### config.mk
export PLATFORM = sky130hd
export DESIGN_NAME = trig_window_ctrl
export DESIGN_NICKNAME = d
export VERILOG_FILES = /design/src/rtl/trig_window_ctrl.sv
export SDC_FILE = /design/constraint.sdc
export NUM_CORES = 1
export LEC_CHECK = 0
export BUFFER_PORTS_ARGS = -buffer_cell sky130_fd_sc_hd__buf_2
export CORE_MARGIN = 4
export CORE_UTILIZATION = 45
export DETAILED_ROUTE_END_ITERATION = 10
export GPL_ROUTABILITY_DRIVEN = 0
export PLACE_DENSITY = 0.62
export RECOVER_POWER = 50
export SLEW_MARGIN = 20
export SYNTH_ARGS = -nofsm -noshare
export SYNTH_HDL_FRONTEND = slang
export SYNTH_SLANG_ARGS = --single-unit
### constraint.sdc
create_clock -name clk -period 5.3 [get_ports clk]
set_input_delay 0 -clock clk [delete_from_list [all_inputs] [get_ports clk]]
set_output_delay 0 -clock clk [all_outputs]
set_load 0.01 [all_outputs]
### src/rtl/trig_window_ctrl.sv
module trig_window_ctrl #(
  parameter int STEP_CYCLES = 1000
) (
  input  logic       clk,
  input  logic       ext_rst_n,
  input  logic       trig,
  input  logic [1:0] range_sel,
  input  logic       xfer_done,
  output logic       win_open,
  output logic       rd_cmd,
  output logic       int_rst
);
  localparam int MAX_LEN = 4 * STEP_CYCLES;
  localparam int CW = $clog2(MAX_LEN);

  typedef enum logic [2:0] {ST_START, ST_RST, ST_OPEN, ST_READ, ST_WAIT} state_t;

  state_t          state;
  logic [1:0]      sel_q;
  logic [CW-1:0]   cnt;
  logic            seen;
  logic [CW-1:0]   last_idx;
  logic            at_end;

  assign last_idx = CW'((32'(sel_q) + 32'd1) * STEP_CYCLES - 1);
  assign at_end   = (cnt == last_idx);

  assign win_open = (state == ST_OPEN);
  assign rd_cmd   = (state == ST_READ);
  assign int_rst  = (state == ST_RST);

  always_ff @(posedge clk or negedge ext_rst_n) begin
    if (!ext_rst_n) begin
      state <= ST_START;
      sel_q <= '0;
      cnt   <= '0;
      seen  <= 1'b0;
    end else begin
      case (state)
        ST_START, ST_RST: begin
          state <= ST_OPEN;
          sel_q <= range_sel;
          cnt   <= '0;
          seen  <= 1'b0;
        end
        ST_OPEN: begin
          cnt <= cnt + 1'b1;
          if (trig) seen <= 1'b1;
          if (at_end) state <= (seen || trig) ? ST_READ : ST_RST;
        end
        ST_READ: state <= ST_WAIT;
        ST_WAIT: if (xfer_done) state <= ST_RST;
        default: state <= ST_START;
      endcase
    end
  end
endmodule


==> run_summary.xml, run 1 <==
<?xml version="1.0" encoding="UTF-8"?>
<metrics>
  <group name="clocking">
    <metric name="root_buffer" unit="">sky130_fd_sc_hd__clkbuf_4</metric>
    <metric name="clock_tree_from_tritoncts" unit="">done</metric>
    <metric name="cts.sinks" unit="">18</metric>
    <metric name="htreeDepth" unit="">1</metric>
    <metric name="cts.repair_timing.setup_buffer_count" unit="">0</metric>
    <metric name="worstSkewPairLatency" unit="ps">290</metric>
    <metric name="numCtsBuffers" unit="">3</metric>
    <metric name="path_clk_slew" unit="ps">100</metric>
    <metric name="clockBufferDepth" unit="">2</metric>
  </group>
  <group name="floorplanning">
    <metric name="floorplan.rows" unit="">16</metric>
    <metric name="core" unit="mm^2">0.00204</metric>
    <metric name="die_width" unit="um">55.3</metric>
    <metric name="die_span_y" unit="um">55.3</metric>
    <metric name="start_util" unit="%">49.3</metric>
    <metric name="floorplan.io_pins" unit="">9</metric>
    <metric name="design.die.area" unit="mm^2">0.00306</metric>
  </group>
  <group name="run">
    <metric name="max_cap_violations" unit="">0</metric>
  </group>
  <group name="cells_and_area">
    <metric name="ff_latch_area" unit="um^2">450</metric>
    <metric name="flow.area_growth_from_synthesis" unit="%">12.3</metric>
    <metric name="nFillCells" unit="">182</metric>
    <metric name="area_used_by_multi_input_combinational_logic" unit="um^2">538</metric>
    <metric name="insertedDiodeCount" unit="">0</metric>
    <metric name="post_route_cells_drive_above_1_share" unit="%">16.1</metric>
    <metric name="final_nets" unit="">124</metric>
    <metric name="fin_cells" unit="">139</metric>
  </group>
  <group name="synthesis">
    <metric name="yosysSeqAreaShare" unit="%">44.7</metric>
    <metric name="synth_edf_count" unit="">0</metric>
    <metric name="synthCells" unit="">100</metric>
    <metric name="dominant_combinational_cell_family_by_area_after_synthesis" unit="">simple AND/OR/NAND/NOR gates</metric>
    <metric name="post_synth_fa_ha_maj_area_fraction" unit="%">4.97</metric>
    <metric name="post_synth_main_area_contributors" unit="">sky130_fd_sc_hd__dfrtp_1, sky130_fd_sc_hd__mux2i_1, sky130_fd_sc_hd__nand2_1, sky130_fd_sc_hd__ha_1, sky130_fd_sc_hd__nor3b_1</metric>
    <metric name="yosysTopAreaCell" unit="">sky130_fd_sc_hd__dfrtp_1</metric>
    <metric name="netlist-cell-type-count" unit="">33</metric>
    <metric name="post_synth_top_flop" unit="">sky130_fd_sc_hd__dfrtp_1</metric>
    <metric name="synth_top_area_share" unit="%">44.7</metric>
    <metric name="yosys.area_share.xor_xnor" unit="%">4.35</metric>
    <metric name="synth_simple_gate_area_share" unit="%">25.6</metric>
    <metric name="yosys_warnings" unit="">0</metric>
    <metric name="number_of_synthesized_register_bits" unit="">18</metric>
    <metric name="synthMuxAreaShare" unit="%">11.2</metric>
    <metric name="synth_compound_area_share" unit="%">7.33</metric>
    <metric name="synth.cell_area" unit="mm^2">0.00101</metric>
    <metric name="post_syn_area_per_cell" unit="um^2">10.1</metric>
    <metric name="synth-async-reset-ratio" unit="%">100</metric>
    <metric name="syn-num-nets" unit="">110</metric>
  </group>
  <group name="critical_path">
    <metric name="worstPathCellList" unit="">ha_1, xor2_1, ha_1, xor2_1, xnor2_1, a2111oi_2, a221oi_1</metric>
    <metric name="end_kind" unit="">flop</metric>
    <metric name="critPathArrivalTime" unit="ps">2390</metric>
    <metric name="critical_path.max_stage_delay" unit="ps">480</metric>
    <metric name="start_kind" unit="">flop</metric>
    <metric name="critPathRequiredTime" unit="ps">5460</metric>
    <metric name="critical_path.max_fanout" unit="">8</metric>
    <metric name="worst-setup-path-type" unit="">reg -&gt; reg</metric>
    <metric name="cpMaxStageDelayCell" unit="">sky130_fd_sc_hd__dfrtp_1</metric>
  </group>
  <group name="place">
    <metric name="dpl.cell_count" unit="">132</metric>
    <metric name="port_buffers" unit="">8</metric>
    <metric name="dp.final_hpwl" unit="um">1350</metric>
  </group>
  <group name="route">
    <metric name="post_drt_wl_per_cell" unit="um">13.5</metric>
    <metric name="tritonroute_pass_1_iters" unit="">2</metric>
    <metric name="ant_nets" unit="">0</metric>
    <metric name="detail_route.iter0.violations" unit="">12</metric>
    <metric name="via_count" unit="">743</metric>
    <metric name="drt-vias-per-instance" unit="">5.35</metric>
    <metric name="drc_violation_count_after_routing" unit="">0</metric>
    <metric name="postRouteWirelength" unit="um">1880</metric>
  </group>
  <group name="hold_path">
    <metric name="holdCritPathClass" unit="">in -&gt; reg</metric>
  </group>
  <group name="timing">
    <metric name="number_of_hold_violations_in_the_final_report" unit="">0</metric>
    <metric name="setup_viol" unit="">0</metric>
    <metric name="max_clock_freq" unit="GHz">0.448</metric>
    <metric name="final_worst_path_period_need" unit="ps">2230</metric>
    <metric name="timing_worst_slew_pin_value" unit="ps">1000</metric>
    <metric name="finalSetupTns" unit="ps">0</metric>
    <metric name="grt_setup_unrepaired" unit="">false</metric>
    <metric name="relSlewSlack" unit="%">33.3</metric>
    <metric name="post_route_fraction_of_the_period_consumed_by_the_critical_path" unit="%">42.1</metric>
    <metric name="maxSlewViolCount" unit="">0</metric>
    <metric name="skew" unit="ps">2.49</metric>
  </group>
  <group name="power_and_ir_drop">
    <metric name="peakVddDrop" unit="V">0.000200</metric>
    <metric name="cellPowerDensity" unit="mW/mm^2">341</metric>
    <metric name="total_leakage_power" unit="nW">0.527</metric>
  </group>
  <group name="global_route">
    <metric name="grt_overflow" unit="">0</metric>
    <metric name="grt_first_pass_wirelength" unit="um">3460</metric>
    <metric name="grt_start_max_net_pins" unit="">19</metric>
    <metric name="via_count_of_the_first_global_routing_pass" unit="">777</metric>
    <metric name="number_of_antenna_violations_at_the_first_check_in_global_routing" unit="">0</metric>
    <metric name="grt_util_all_layers" unit="%">13.8</metric>
  </group>
  <group name="run_status">
    <metric name="run_status" unit="">complete, no violations</metric>
  </group>
</metrics>
cells in the final DEF, fill, tap and decap left out, drive strengths merged, types with 3 or more instances in the layout:
master and count:
dlygate4sd3 4, buf 7, nand3 5, clkbuf 4
nor2 3, xnor2 3, mux2i 9, dfrtp 18
or2 3, ha 4, nor3b 4, nand2 20
cell families after synthesis:
logic type	count (synthesis)
buf+inv	5
compound gates	9
xor+xnor	5
fa+ha+maj	4
simple gates	48
flops	18
mux	11
area by class of cell:
type / instances / share of cell area, %
flip-flops and latches: 18 / 39.8
inverters: 2 / 0.664
repair buffers: 12 / 6.97
well taps: 27 / 2.99
clock buffers: 3 / 1.99
multi-input cells: 77 / 47.6
where the power goes:
part	internal (W)	leakage, nW	switching, W
Sequential	0.000165	0.222	0.0000359
Combinational	0.0000589	0.291	0.0000586
Clock	0.0000264	0.0138	0.0000407
Total	0.000251	0.527	0.000135
cells in the mapped netlist, drive strengths merged (2+ instances only):
library cell,number
nand2,20
dfrtp,18
mux2i,9
nand3,5
ha,4
nor3b,4
clkbuf,3
nor2,3
or2,3
xnor2,3
and3,2
inv,2
mux2,2
nand4,2
o21ai,2
xor2,2
critical path, delay by kind of cell (launching register included):
family                   cells  cell delay, ps
XOR/XNOR                     3             530
flip-flops                   1             480
adder cells (fa/ha/maj)      2             640
AO/OA/AOI/OAI                2             460
registers in the layout, indices dropped and copies added (netlist names):
signal / count
cnt: 12
state: 3
sel_q: 2
seen: 1
repair_timing:
action	4_1_cts	5_1_grt
endpoints found under the hold margin	21	0
resized for setup	0	0
hold buffers	4	0
setup endpoints to repair	0	0
final timing paths:
kind,end,start,slack (ps),cells past startpoint
worst max-delay path,state[1],sel_q[0],3070,7
worst min-delay path,state[1],trig,120,3
worst max register to register,state[1],sel_q[0],3070,7
worst min register to register,cnt[2],cnt[2],500,1
max in group asynchronous,sel_q[0],ext_rst_n,4310,2
min in group asynchronous,cnt[10],ext_rst_n,390,2
routing by layer:
layer / track usage (%) / share of wire, % / vias to the layer above
li1: - / - / 383
met1: 18.7 / 47 / 350
met2: 20.8 / 50 / 6
met3: 2.56 / 2.0 / 4
met4: 7.64 / 1.4 / 0
met5: 0 / 0 / -
stage by stage:
| stage | total power [W] | setup WS (ps) | hold slack, ps | area [um^2] | utilization [%] |
|---|---|---|---|---|---|
| 2_1_floorplan | 0.000293 | 3230 | -296 | 1010 | - |
| 3_3_place_gp | 0.000313 | 3160 | -42.5 | 1070 | 52.4 |
| 3_5_place_dp | 0.000321 | 3070 | -39.3 | 1070 | 52.4 |
| 4_1_cts | 0.000391 | 3060 | 112 | 1130 | 55.5 |
| 5_1_grt | 0.000422 | 2820 | 135 | 1130 | 55.4 |
| 6_report | 0.000386 | 3070 | 121 | 1130 | 55.4 |
(Power assumes the default switching activity.)
==> inputs of run 2 (changes only) <==
--- a/config.mk
+++ b/config.mk
@@ -10,7 +10,7 @@
 export CORE_UTILIZATION = 45
 export DETAILED_ROUTE_END_ITERATION = 10
 export GPL_ROUTABILITY_DRIVEN = 0
-export PLACE_DENSITY = 0.62
+export PLACE_DENSITY = 0.65
 export RECOVER_POWER = 50
 export SLEW_MARGIN = 20
 export SYNTH_ARGS = -nofsm -noshare
==> constraint.sdc (replaced) <==
create_clock -name clk -period 2 [get_ports clk]
set_input_delay 0 -clock clk [delete_from_list [all_inputs] [get_ports clk]]
set_output_delay 0 -clock clk [all_outputs]
set_load 0.01 [all_outputs]
==> run 2 against run 1 <==
The flow now finishes with violations (setup timing). Register-to-register slack worse by 3100 ps. Worst hold slack better by 2.2 ps. Worst setup slack worse by 3100 ps. Wire length is 0.27% higher. Final cell count is 7.2% higher. Count of clock-buffer cells in the layout is 1 higher. Cell area is 9.3% higher. Critical path type unchanged. Largest power group unchanged. Highest routed layer unchanged.
==> run_summary.xml, run 2 (synthesized netlist as in run 1, its figures left out) <==
<?xml version="1.0" encoding="UTF-8"?>
<metrics>
  <group name="critical_path">
    <metric name="critical_path.max_fanout" unit="">4</metric>
    <metric name="critPathArrivalTime" unit="ps">2230</metric>
    <metric name="worst-setup-path-type" unit="">reg -&gt; reg</metric>
    <metric name="start_kind" unit="">flop</metric>
    <metric name="critPathRequiredTime" unit="ps">2160</metric>
    <metric name="end_kind" unit="">flop</metric>
  </group>
  <group name="place">
    <metric name="dp.final_hpwl" unit="um">1420</metric>
    <metric name="placed_area" unit="mm^2">0.00114</metric>
    <metric name="port_buffers" unit="">8</metric>
    <metric name="dpl_worst_slack" unit="ps">-87.0</metric>
    <metric name="dpl.cell_count" unit="">139</metric>
  </group>
  <group name="timing">
    <metric name="final_worst_path_period_need" unit="ps">2060</metric>
    <metric name="number_of_hold_violations_in_the_final_report" unit="">0</metric>
    <metric name="postLayoutSetupSlackWorst" unit="ps">-61.9</metric>
    <metric name="max_clock_freq" unit="GHz">0.485</metric>
    <metric name="finalSetupTns" unit="ps">-67.7</metric>
    <metric name="relSlewSlack" unit="%">35.4</metric>
    <metric name="post_route_fraction_of_the_period_consumed_by_the_critical_path" unit="%">103</metric>
    <metric name="timing_worst_slew_pin_value" unit="ps">969</metric>
    <metric name="setup_viol" unit="">2</metric>
    <metric name="maxSlewViolCount" unit="">0</metric>
    <metric name="skew" unit="ps">4.56</metric>
    <metric name="grt_setup_unrepaired" unit="">true</metric>
  </group>
  <group name="clocking">
    <metric name="clockBufferDepth" unit="">2</metric>
    <metric name="worstSkewPairLatency" unit="ps">300</metric>
    <metric name="path_clk_slew" unit="ps">100</metric>
    <metric name="numCtsBuffers" unit="">3</metric>
    <metric name="cts.sinks" unit="">18</metric>
    <metric name="clock_tree_from_tritoncts" unit="">done</metric>
    <metric name="root_buffer" unit="">sky130_fd_sc_hd__clkbuf_4</metric>
    <metric name="htreeDepth" unit="">1</metric>
  </group>
  <group name="power_and_ir_drop">
    <metric name="peakVddDrop" unit="V">0.000710</metric>
    <metric name="total_leakage_power" unit="nW">0.575</metric>
    <metric name="cellPowerDensity" unit="mW/mm^2">948</metric>
  </group>
  <group name="run_status">
    <metric name="run_status" unit="">finished with violations</metric>
    <metric name="failed_checks" unit="">setup timing</metric>
  </group>
  <group name="floorplanning">
    <metric name="die_span_y" unit="um">55.3</metric>
    <metric name="core" unit="mm^2">0.00204</metric>
    <metric name="design.die.area" unit="mm^2">0.00306</metric>
    <metric name="floorplan.rows" unit="">16</metric>
    <metric name="die_width" unit="um">55.3</metric>
    <metric name="floorplan.io_pins" unit="">9</metric>
    <metric name="start_util" unit="%">49.3</metric>
  </group>
  <group name="route">
    <metric name="drc_violation_count_after_routing" unit="">0</metric>
    <metric name="drt-vias-per-instance" unit="">5.32</metric>
    <metric name="postRouteWirelength" unit="um">1880</metric>
    <metric name="ant_nets" unit="">0</metric>
    <metric name="detail_route.iter0.violations" unit="">13</metric>
    <metric name="post_drt_wl_per_cell" unit="um">12.6</metric>
    <metric name="via_count" unit="">792</metric>
    <metric name="tritonroute_pass_1_iters" unit="">4</metric>
  </group>
  <group name="cells_and_area">
    <metric name="layout_commonest_cell" unit="">sky130_fd_sc_hd__nand2_1</metric>
    <metric name="biggestRegsByFlops" unit="">cnt (12), state (3), sel_q (2)</metric>
    <metric name="insertedDiodeCount" unit="">0</metric>
    <metric name="nFillCells" unit="">189</metric>
    <metric name="max_flop_register" unit="">cnt</metric>
    <metric name="post_route_cells_drive_above_1_share" unit="%">27.0</metric>
    <metric name="final_nets" unit="">133</metric>
    <metric name="layout.cells.most_common_list" unit="">sky130_fd_sc_hd__nand2_1, sky130_fd_sc_hd__dfrtp_1, sky130_fd_sc_hd__mux2i_1, sky130_fd_sc_hd__buf_4, sky130_fd_sc_hd__buf_2</metric>
    <metric name="largest_register_ff_count" unit="">12</metric>
    <metric name="flow.area_growth_from_synthesis" unit="%">22.7</metric>
    <metric name="final_design_area_no_fill" unit="mm^2">0.00124</metric>
    <metric name="fin_cells" unit="">149</metric>
  </group>
  <group name="run">
    <metric name="max_cap_violations" unit="">0</metric>
  </group>
  <group name="global_route">
    <metric name="via_count_of_the_first_global_routing_pass" unit="">799</metric>
    <metric name="grt_overflow" unit="">0</metric>
    <metric name="grt_util_all_layers" unit="%">14.0</metric>
    <metric name="number_of_antenna_violations_at_the_first_check_in_global_routing" unit="">0</metric>
    <metric name="grt_start_max_net_pins" unit="">19</metric>
    <metric name="grt_first_pass_wirelength" unit="um">3480</metric>
  </group>
  <group name="hold_path">
    <metric name="holdCritPathClass" unit="">in -&gt; reg</metric>
  </group>
</metrics>
## run 2: changes by cell type in the layout (fill, tap and decap cells not counted), sizes merged
cell	change
buf	+9
clkbuf	+1
## run 2: per-layer routing
| layer | global-route usage, % | vias up | part of all wire [%] |
|---|---|---|---|
| met1 | 17.2 | 377 | 46 |
| met5 | 0 | - | 0 |
| met2 | 23.5 | 7 | 49 |
| li1 | - | 404 | - |
| met4 | 4.17 | 0 | 1.2 |
| met3 | 4.43 | 4 | 3.2 |
## run 2: timing repair
action                     CTS  global route
setup endpoints to repair    2             2
setup buffers                2             0
hold endpoints to repair    21             0
hold buffers                 4             0
pin swaps                    1             0
resized for setup            2             0
## run 2: critical path, cell delays in order, from the launching register on
cell                        delay [ps]
sky130_fd_sc_hd__dfrtp_2           450
sky130_fd_sc_hd__ha_4              290
sky130_fd_sc_hd__xor2_2            150
sky130_fd_sc_hd__ha_1              270
sky130_fd_sc_hd__xor2_1            160
sky130_fd_sc_hd__xnor2_1           140
sky130_fd_sc_hd__a2111oi_2         330
sky130_fd_sc_hd__a221oi_1          140
## run 2: worst paths after layout
kind	start	end	slack [ps]	cells after the start
max	sel_q[0]	state[1]	-60	7
min	trig	seen	120	3
max reg2reg	sel_q[0]	state[1]	-60	7
min reg2reg	cnt[9]	cnt[9]	500	1
max in group asynchronous	ext_rst_n	sel_q[0]	990	2
min in group asynchronous	ext_rst_n	cnt[10]	360	2
## run 2: final cells by class
type | count | area [um^2] | area share, %
Multi-Input combinational cell | 77 | 561 | 45.3
Sequential cell | 18 | 452 | 36.5
Timing Repair Buffer | 21 | 146 | 11.8
Clock buffer | 4 | 36.3 | 2.94
Tap cell | 27 | 33.8 | 2.73
Inverter | 2 | 7.51 | 0.607
## run 2: power by group
part	leakage [nW]	switching [W]	internal, W
Sequential	0.221	0.0000710	0.000438
Combinational	0.333	0.000202	0.000233
Clock	0.0210	0.000116	0.000111
Total	0.575	0.000389	0.000782
## run 2: metrics by stage
stage               util (%)  hold slack, ps  total power (W)
floorplan                  -            -296         0.000792
global placement        56.0           -50.8         0.000905
detailed placement      56.0           -38.6         0.000928
CTS                     60.6             111          0.00119
global route            60.5             133          0.00127
finish                  60.5             123          0.00117
==> inputs of run 3 (changes only) <==
--- a/config.mk
+++ b/config.mk
@@ -6,11 +6,13 @@
 export NUM_CORES = 1
 export LEC_CHECK = 0
 export BUFFER_PORTS_ARGS = -buffer_cell sky130_fd_sc_hd__buf_2
+export CELL_PAD_IN_SITES_DETAIL_PLACEMENT = 0
+export CELL_PAD_IN_SITES_GLOBAL_PLACEMENT = 1
 export CORE_MARGIN = 4
-export CORE_UTILIZATION = 45
+export CORE_UTILIZATION = 40
 export DETAILED_ROUTE_END_ITERATION = 10
 export GPL_ROUTABILITY_DRIVEN = 0
-export PLACE_DENSITY = 0.65
+export PLACE_DENSITY = 0.71
 export RECOVER_POWER = 50
 export SLEW_MARGIN = 20
 export SYNTH_ARGS = -nofsm -noshare
==> constraint.sdc (replaced) <==
create_clock -name clk -period 2 [get_ports clk]
set_input_delay 0 -clock clk [delete_from_list [all_inputs] [get_ports clk]]
set_output_delay 0 -clock clk [all_outputs]
set_load 0.1 [all_outputs]
==> run 3 against run 2 <==
The run still ends with setup timing left. First-iteration DRC count up 38%. Register-to-register slack about the same. Worst setup slack better by 8.9 ps. Combinational power down 6.4%. Cell area down 0.51%. Sequential power about the same. Total power down 5.2%. Core utilization down 7.0 points. Maximum frequency up 0.44%. Critical endpoint unchanged. Largest power group unchanged.
==> run_summary.xml, run 3 (synthesized netlist as in run 1, its figures left out) <==
<?xml version="1.0" encoding="UTF-8"?>
<metrics>
  <group name="timing">
    <metric name="max_clock_freq" unit="GHz">0.487</metric>
    <metric name="timing_worst_slew_pin_value" unit="ps">981</metric>
    <metric name="final_worst_path_period_need" unit="ps">2050</metric>
    <metric name="post_route_fraction_of_the_period_consumed_by_the_critical_path" unit="%">103</metric>
    <metric name="grt_setup_unrepaired" unit="">true</metric>
    <metric name="setup_viol" unit="">2</metric>
    <metric name="skew" unit="ps">3.48</metric>
    <metric name="maxSlewViolCount" unit="">0</metric>
    <metric name="relSlewSlack" unit="%">34.6</metric>
    <metric name="number_of_hold_violations_in_the_final_report" unit="">0</metric>
    <metric name="postLayoutSetupSlackWorst" unit="ps">-52.9</metric>
  </group>
  <group name="place">
    <metric name="dpl.cell_count" unit="">139</metric>
    <metric name="port_buffers" unit="">8</metric>
    <metric name="placed_area" unit="mm^2">0.00116</metric>
    <metric name="dp.final_hpwl" unit="um">1440</metric>
  </group>
  <group name="route">
    <metric name="postRouteWirelength" unit="um">1990</metric>
    <metric name="via_count" unit="">773</metric>
    <metric name="drt-vias-per-instance" unit="">5.26</metric>
    <metric name="ant_nets" unit="">0</metric>
    <metric name="detail_route.iter0.violations" unit="">18</metric>
    <metric name="drc_violation_count_after_routing" unit="">0</metric>
    <metric name="post_drt_wl_per_cell" unit="um">13.6</metric>
    <metric name="tritonroute_pass_1_iters" unit="">4</metric>
  </group>
  <group name="cells_and_area">
    <metric name="ff_latch_area" unit="um^2">452</metric>
    <metric name="max_flop_register" unit="">cnt</metric>
    <metric name="layout_commonest_cell" unit="">sky130_fd_sc_hd__nand2_1</metric>
    <metric name="nFillCells" unit="">229</metric>
    <metric name="final_nets" unit="">130</metric>
    <metric name="flow.area_growth_from_synthesis" unit="%">22.1</metric>
    <metric name="area_used_by_multi_input_combinational_logic" unit="um^2">586</metric>
    <metric name="final_design_area_no_fill" unit="mm^2">0.00123</metric>
    <metric name="biggestRegsByFlops" unit="">cnt (12), state (3), sel_q (2)</metric>
    <metric name="layout.cells.most_common_list" unit="">sky130_fd_sc_hd__nand2_1, sky130_fd_sc_hd__dfrtp_1, sky130_fd_sc_hd__mux2i_1, sky130_fd_sc_hd__buf_2, sky130_fd_sc_hd__buf_4</metric>
    <metric name="post_route_cells_drive_above_1_share" unit="%">26.9</metric>
    <metric name="insertedDiodeCount" unit="">0</metric>
    <metric name="fin_cells" unit="">147</metric>
    <metric name="largest_register_ff_count" unit="">12</metric>
  </group>
  <group name="clocking">
    <metric name="numCtsBuffers" unit="">3</metric>
    <metric name="clockBufferDepth" unit="">2</metric>
    <metric name="worstSkewPairLatency" unit="ps">300</metric>
    <metric name="root_buffer" unit="">sky130_fd_sc_hd__clkbuf_4</metric>
    <metric name="htreeDepth" unit="">1</metric>
    <metric name="cts.sinks" unit="">18</metric>
    <metric name="path_clk_slew" unit="ps">110</metric>
    <metric name="clock_tree_from_tritoncts" unit="">done</metric>
  </group>
  <group name="critical_path">
    <metric name="critPathArrivalTime" unit="ps">2220</metric>
    <metric name="cpMaxStageDelayCell" unit="">sky130_fd_sc_hd__dfrtp_2</metric>
    <metric name="critical_path.max_fanout" unit="">4</metric>
    <metric name="worst-setup-path-type" unit="">reg -&gt; reg</metric>
    <metric name="critical_path.max_stage_delay" unit="ps">450</metric>
    <metric name="reg2reg_from" unit="">sel_q[0]</metric>
    <metric name="timing.critical_path.buf_inv" unit="">0</metric>
    <metric name="worstPathCellList" unit="">ha_4, xor2_2, ha_1, xor2_1, xnor2_1, a2111oi_2, a221oi_1</metric>
    <metric name="critPathRequiredTime" unit="ps">2170</metric>
    <metric name="end_kind" unit="">flop</metric>
    <metric name="critical_path.startpoint" unit="">sel_q[0]</metric>
    <metric name="start_kind" unit="">flop</metric>
    <metric name="cpLargestDelayFamily" unit="">adder cells</metric>
  </group>
  <group name="global_route">
    <metric name="grt_util_all_layers" unit="%">13.8</metric>
    <metric name="grt_overflow" unit="">0</metric>
    <metric name="via_count_of_the_first_global_routing_pass" unit="">789</metric>
    <metric name="grt_first_pass_wirelength" unit="um">3510</metric>
    <metric name="grt_start_max_net_pins" unit="">19</metric>
    <metric name="number_of_antenna_violations_at_the_first_check_in_global_routing" unit="">0</metric>
  </group>
  <group name="run_status">
    <metric name="run_status" unit="">finished with violations</metric>
    <metric name="failed_checks" unit="">setup timing</metric>
  </group>
  <group name="floorplanning">
    <metric name="start_util" unit="%">43.8</metric>
    <metric name="core" unit="mm^2">0.00230</metric>
    <metric name="floorplan.io_pins" unit="">9</metric>
    <metric name="design.die.area" unit="mm^2">0.00338</metric>
    <metric name="die_width" unit="um">58.2</metric>
    <metric name="die_span_y" unit="um">58.2</metric>
    <metric name="floorplan.rows" unit="">17</metric>
  </group>
  <group name="hold_path">
    <metric name="hold_path_startpoint" unit="">trig</metric>
    <metric name="holdCritPathClass" unit="">in -&gt; reg</metric>
  </group>
  <group name="run">
    <metric name="max_cap_violations" unit="">0</metric>
  </group>
  <group name="power_and_ir_drop">
    <metric name="power" unit="W">0.00111</metric>
    <metric name="peakVddDrop" unit="V">0.000516</metric>
    <metric name="total_leakage_power" unit="nW">0.566</metric>
    <metric name="cellPowerDensity" unit="mW/mm^2">903</metric>
  </group>
</metrics>
==> run 3: cell types whose count changed in the layout (fill, tap and decap cells not counted), sizes merged <==
cell / before / now
buf: 16 / 13
==> run 3: routing by layer <==
layer  global-route usage [%]  vias to the layer above  wire [um]
met4                     6.95                        0         47
met1                     18.3                      369        969
li1                         -                      392          -
met2                     21.8                        7        939
met5                        0                        -          0
met3                     2.00                        5         37
==> run 3: path summary, 6_finish.rpt <==
path	to	slack, ps	depth (start not counted)
hold reg to reg	cnt[9]	500	1
setup / recovery	state[1]	-50	7
setup reg to reg	state[1]	-50	7
min in group asynchronous	cnt[2]	370	2
max in group asynchronous	sel_q[0]	980	2
hold / removal	seen	110	3
==> run 3: what timing repair did <==
item                       CTS  global route
hold buffers                 4             0
hold endpoints to repair    21             0
setup endpoints to repair    2             2
setup buffers                0             0
gates resized for setup      2             0
==> run 3: worst reg2reg max path, delay by kind of cell (launching register included) <==
kind / cells / cell delay [ps]
xor+xnor: 3 / 450
fa+ha+maj: 2 / 560
flops: 1 / 450
compound gates: 2 / 460
==> run 3: report_power, final <==
part	leakage [nW]	total [W]	internal (W)	switching, W
logic	0.330	0.000407	0.000211	0.000196
clock network	0.0150	0.000195	0.0000777	0.000117
registers	0.221	0.000508	0.000438	0.0000701
==> run 3: per-stage QoR <==
step / util [%] / hold slack [ps] / setup TNS, ps / setup WS (ps)
floorplan: - / -296 / -10.6 / -10.6
global placement: 50.6 / -41.0 / -35.5 / -35.5
detailed placement: 50.6 / -39.5 / -82.9 / -64.8
CTS: 53.6 / 102 / -99.3 / -68.7
global route: 53.5 / 110 / -234 / -117
finish: 53.5 / 108 / -67.5 / -52.9
==> run 3: layout make-up <==
type                       count  area share [%]
tap                           28            2.85
timing repair buffer          18            10.1
sequential                    18            36.7
multi-input combinational     77            47.6
inverter                       2           0.610
clock buffer                   4            2.14
